`src/rtl/sup_reset_gen.sv`:
```
module sup_reset_gen #(
  parameter int TICKS_C0 = 50,
  parameter int TICKS_C1 = 100,
  parameter int TICKS_C2 = 200,
  parameter int TICKS_C3 = 400,
  parameter int FILT_CYC = 25,
  localparam int MAX_A = (TICKS_C0 > TICKS_C1) ? TICKS_C0 : TICKS_C1,
  localparam int MAX_B = (TICKS_C2 > TICKS_C3) ? TICKS_C2 : TICKS_C3,
  localparam int MAX_T = (MAX_A > MAX_B) ? MAX_A : MAX_B,
  localparam int CNT_W = $clog2(MAX_T + 1),
  localparam int FW = $clog2(FILT_CYC + 1)
) (
  input  logic       clk,
  input  logic       por,
  input  logic [2:0] supply_low,
  input  logic       mr_n,
  input  logic       tick,
  input  logic [1:0] tsel,
  output logic       rst_n
);

  logic             s1, s2;
  logic [FW-1:0]    flt;
  logic             mr_act;
  logic             cause;
  logic             held;
  logic [CNT_W-1:0] cnt;
  logic [CNT_W-1:0] lim;
  logic [1:0]       sel_q;

  always_ff @(posedge clk) begin
    if (por) begin
      s1 <= 1'b1;
      s2 <= 1'b1;
    end else begin
      s1 <= mr_n;
      s2 <= s1;
    end
  end

  always_ff @(posedge clk) begin
    if (por || s2)
      flt <= '0;
    else if (flt != FW'(FILT_CYC))
      flt <= flt + 1'b1;
  end

  assign mr_act = (flt == FW'(FILT_CYC));
  assign cause  = (|supply_low) | mr_act;

  always_comb begin
    case (sel_q)
      2'b00:   lim = CNT_W'(TICKS_C0 - 1);
      2'b01:   lim = CNT_W'(TICKS_C1 - 1);
      2'b10:   lim = CNT_W'(TICKS_C2 - 1);
      default: lim = CNT_W'(TICKS_C3 - 1);
    endcase
  end

  always_ff @(posedge clk) begin
    if (por) begin
      held  <= 1'b1;
      cnt   <= '0;
      sel_q <= 2'b10;
    end else begin
      if (held)
        sel_q <= tsel;
      if (cause) begin
        held <= 1'b1;
        cnt  <= '0;
      end else if (held && tick) begin
        if (cnt >= lim) begin
          held <= 1'b0;
          cnt  <= '0;
        end else begin
          cnt <= cnt + 1'b1;
        end
      end
    end
  end

  assign rst_n = ~held;

endmodule

```
`config.mk`:
```
export PLATFORM = sky130hd
export DESIGN_NAME = sup_reset_gen
export DESIGN_NICKNAME = d
export VERILOG_FILES = /design/src/rtl/sup_reset_gen.sv
export SDC_FILE = /design/constraint.sdc
export NUM_CORES = 1
export LEC_CHECK = 0
export ABC_AREA = 1
export BUFFER_PORTS_ARGS = -buffer_cell sky130_fd_sc_hd__buf_2
export CAP_MARGIN = 10
export CORE_UTILIZATION = 40
export DETAILED_ROUTE_END_ITERATION = 16
export PLACE_DENSITY_LB_ADDON = 0.05
export SYNTH_ARGS = -nofsm -noshare
export SYNTH_HDL_FRONTEND = slang
export SYNTH_SLANG_ARGS = --single-unit
```
`constraint.sdc`:
```
create_clock -name clk -period 2.4 [get_ports clk]
set_input_delay 0.24 -clock clk [delete_from_list [all_inputs] [get_ports clk]]
set_output_delay 0.24 -clock clk [all_outputs]
set_load 0.02 [all_outputs]
```
==> impl_metrics.toml <==
[clock_network]
cts_tree = "done"
hold_buffers = 0
clkSinkCount = 19
cts-root-buf = "clkbuf_4"
clk_latency_ns = 0.30
htree_levels = 1
ctsResizeCount = 0
postCtsSetupBuffers = 0
path_clk_slew_ns = 0.11
cts_buffers = 3
clock_path_buffers = 2

[drt]
drt_iter0_markers = 14
wl_per_cell_um = 10.6
drt_first_pass_iters = 4
vias = 862
postRouteWirelength_mm = 1.94
drcViolationCount = 0
detail-route-antenna-nets = 0
viasPerCell = 4.74

[flow_run]
drv_cap = 0

[synth]
synth_area_mm2 = 0.00109
synthCells = 139
synth_seq_cells = 19
synth_top_area_share_pct = 34.9
yosys-top-cells-area = "dfxtp_1 35%, ha_1 17%, nand2_1 9.6%"
yosysTopAreaCell = "dfxtp_1"
ys_types = 23
ys_warn_count = 0
avgSynthCellArea_um2 = 7.85
syn-num-nets = 163
synth-seq-area-share_pct = 34.9

[sta]
fmax_mhz = 550
tns_ns = 0
final_max_slew_viol_count = 0
finClkSkew_ns = 0.00930
whs_ns = 0.122
period_share_pct = 75.7
relSlewSlack_pct = 80.5
hold_viol_final = 0
worst_slew_pin_slew_ns = 0.292
layout_min_cycle_time_ns = 1.82
setup_viol = 0
rsz0062_at_grt = "false"

[worst_setup_path]
max_stage_delay_ns = 0.39
critical_path_arrival_ns = 2.06
worstPathCellList = "inv_1 > ha_1 > inv_1 > ha_1 > a21oi_1 > o21a_1 > nand2_1 > nand2_1 > nand2_2 > nor2_1"
cp-end-kind = "flip-flop"
worstPathBufferInverterCount = 2
worstPathMaxFanout = 9
critPathKind = "reg2reg"
critPathTopFamily = "adder cells"
crit_slowest_cell = "dfxtp_1"
required_ns = 2.65
critical_path.startpoint_type = "flip-flop"

[grt]
grt_start_max_net_pins = 12
grt_pass1_vias = 804
antenna_found_initial = 0
grt_pass1_wl_mm = 3.38
overflow = 0
track_usage_pct = 16.5

[floorplan]
dieArea_mm2 = 0.00294
die_width_um = 54.2
die_y_um = 54.2
initial_core_util_pct = 43.3
ios = 10
core_mm2 = 0.00252
core.rowCount = 18

[final_layout]
fillers = 261
fin_area_mm2 = 0.00120
num-nets-final = 177
syn_to_final_growth_pct = 10.1
diodes = 0
multi_input_comb_area_um2 = 646
final_layout_size_suffix_gt1_share_pct = 16.4
seqCellArea_um2 = 380

[hold_path]
hp-class = "in2reg"

[placement]
hpwl_mm = 1.61
dpl_cell_area_mm2 = 0.00117
io_buffers = 9
place.gp.congestion = 0.778

[power]
fin_total_pwr_uw = 529
pwr_density_cell_mw_per_mm2 = 440
ir_worst_vdd_mv = 0.475
power_leakage_uw = 0.000534

[status]
outcome = "finished clean"
==> worst paths after layout <==
check / startpoint / endpoint / slack, ns / depth (start not counted)
worst max-delay path: sel_q[0] / cnt[5] / 0.58 / 10
worst min-delay path: mr_n / s1 / 0.12 / 2
worst max register to register: sel_q[0] / cnt[5] / 0.58 / 10
worst min register to register: s1 / s2 / 0.42 / 1
==> cells in the final DEF, fill, tap and decap left out, drive strengths merged, types with 2 or more instances in the layout <==
master  instances
nand2          31
dfxtp          19
ha             15
or2             3
o21ai           4
inv            16
xor2            5
nor2           22
clkinv          2
buf             9
clkbuf          3
nand3           6
xnor2           3
a21oi           7
==> metal layers <==
metal / track usage (%) / up-vias / wire [um]
li1: - / 468 / -
met1: 20.6 / 378 / 953
met2: 26.2 / 12 / 879
met3: 5.00 / 4 / 60
met4: 6.84 / 0 / 44
met5: 0 / - / 0
==> area by class of cell <==
cell class | instances | area share [%]
clock buffer | 3 | 1.88
clock inverter | 1 | 0.417
inverter | 17 | 5.42
multi-input combinational | 103 | 53.8
sequential | 19 | 31.7
tap | 30 | 3.13
timing repair buffer | 9 | 3.75
==> cells by family (layout without fill, tap and decap cells) <==
kind of cell,count (synthesis),in the layout,synth area share (%)
multiplexers,1,1,0.917
XOR/XNOR,8,8,6.42
adder cells (fa/ha/maj),15,15,17.2
AO/OA/AOI/OAI,15,15,7.68
flip-flops,19,19,34.9
buffers and inverters,17,30,5.96
AND/OR/NAND/NOR,64,64,26.9
==> synthesized netlist by cell type, drive strengths merged <==
library cell and number:
nand3 6, xor2 5, dfxtp 19, nand2 31
o21a 1, ha 15, inv 16, a31oi 1
nand4 1, or2 3, a211oi 1, a21oi 7
mux2i 1, nor3 1, nor2 22, clkinv 1
o21bai 1, o21ai 4, xnor2 3
==> report_power, final <==
group / internal (uW) / switching [uW] / leakage, uW / total (uW)
Sequential: 319 / 3.19 / 0.000154 / 323
Combinational: 19.0 / 26.2 / 0.000362 / 45.2
Clock: 62.1 / 99.2 / 0.0000177 / 161
==> flip-flops by register name, indices dropped and copies added, names as in the netlist <==
signal and cells:
s2 1, cnt 9, s1 1, sel_q 2, held 1, flt 5
==> stage by stage <==
step / setup WS [ns] / cells / util, %
CTS: 0.561 / 182 / 47.6
global route: 0.402 / 182 / 47.6
detailed placement: 0.597 / 178 / 46.5
global placement: 0.598 / 178 / 46.5
floorplan: 0.751 / 139 / -
finish: 0.582 / 182 / 47.6
No activity file was read; power rests on OpenSTA's default activity.
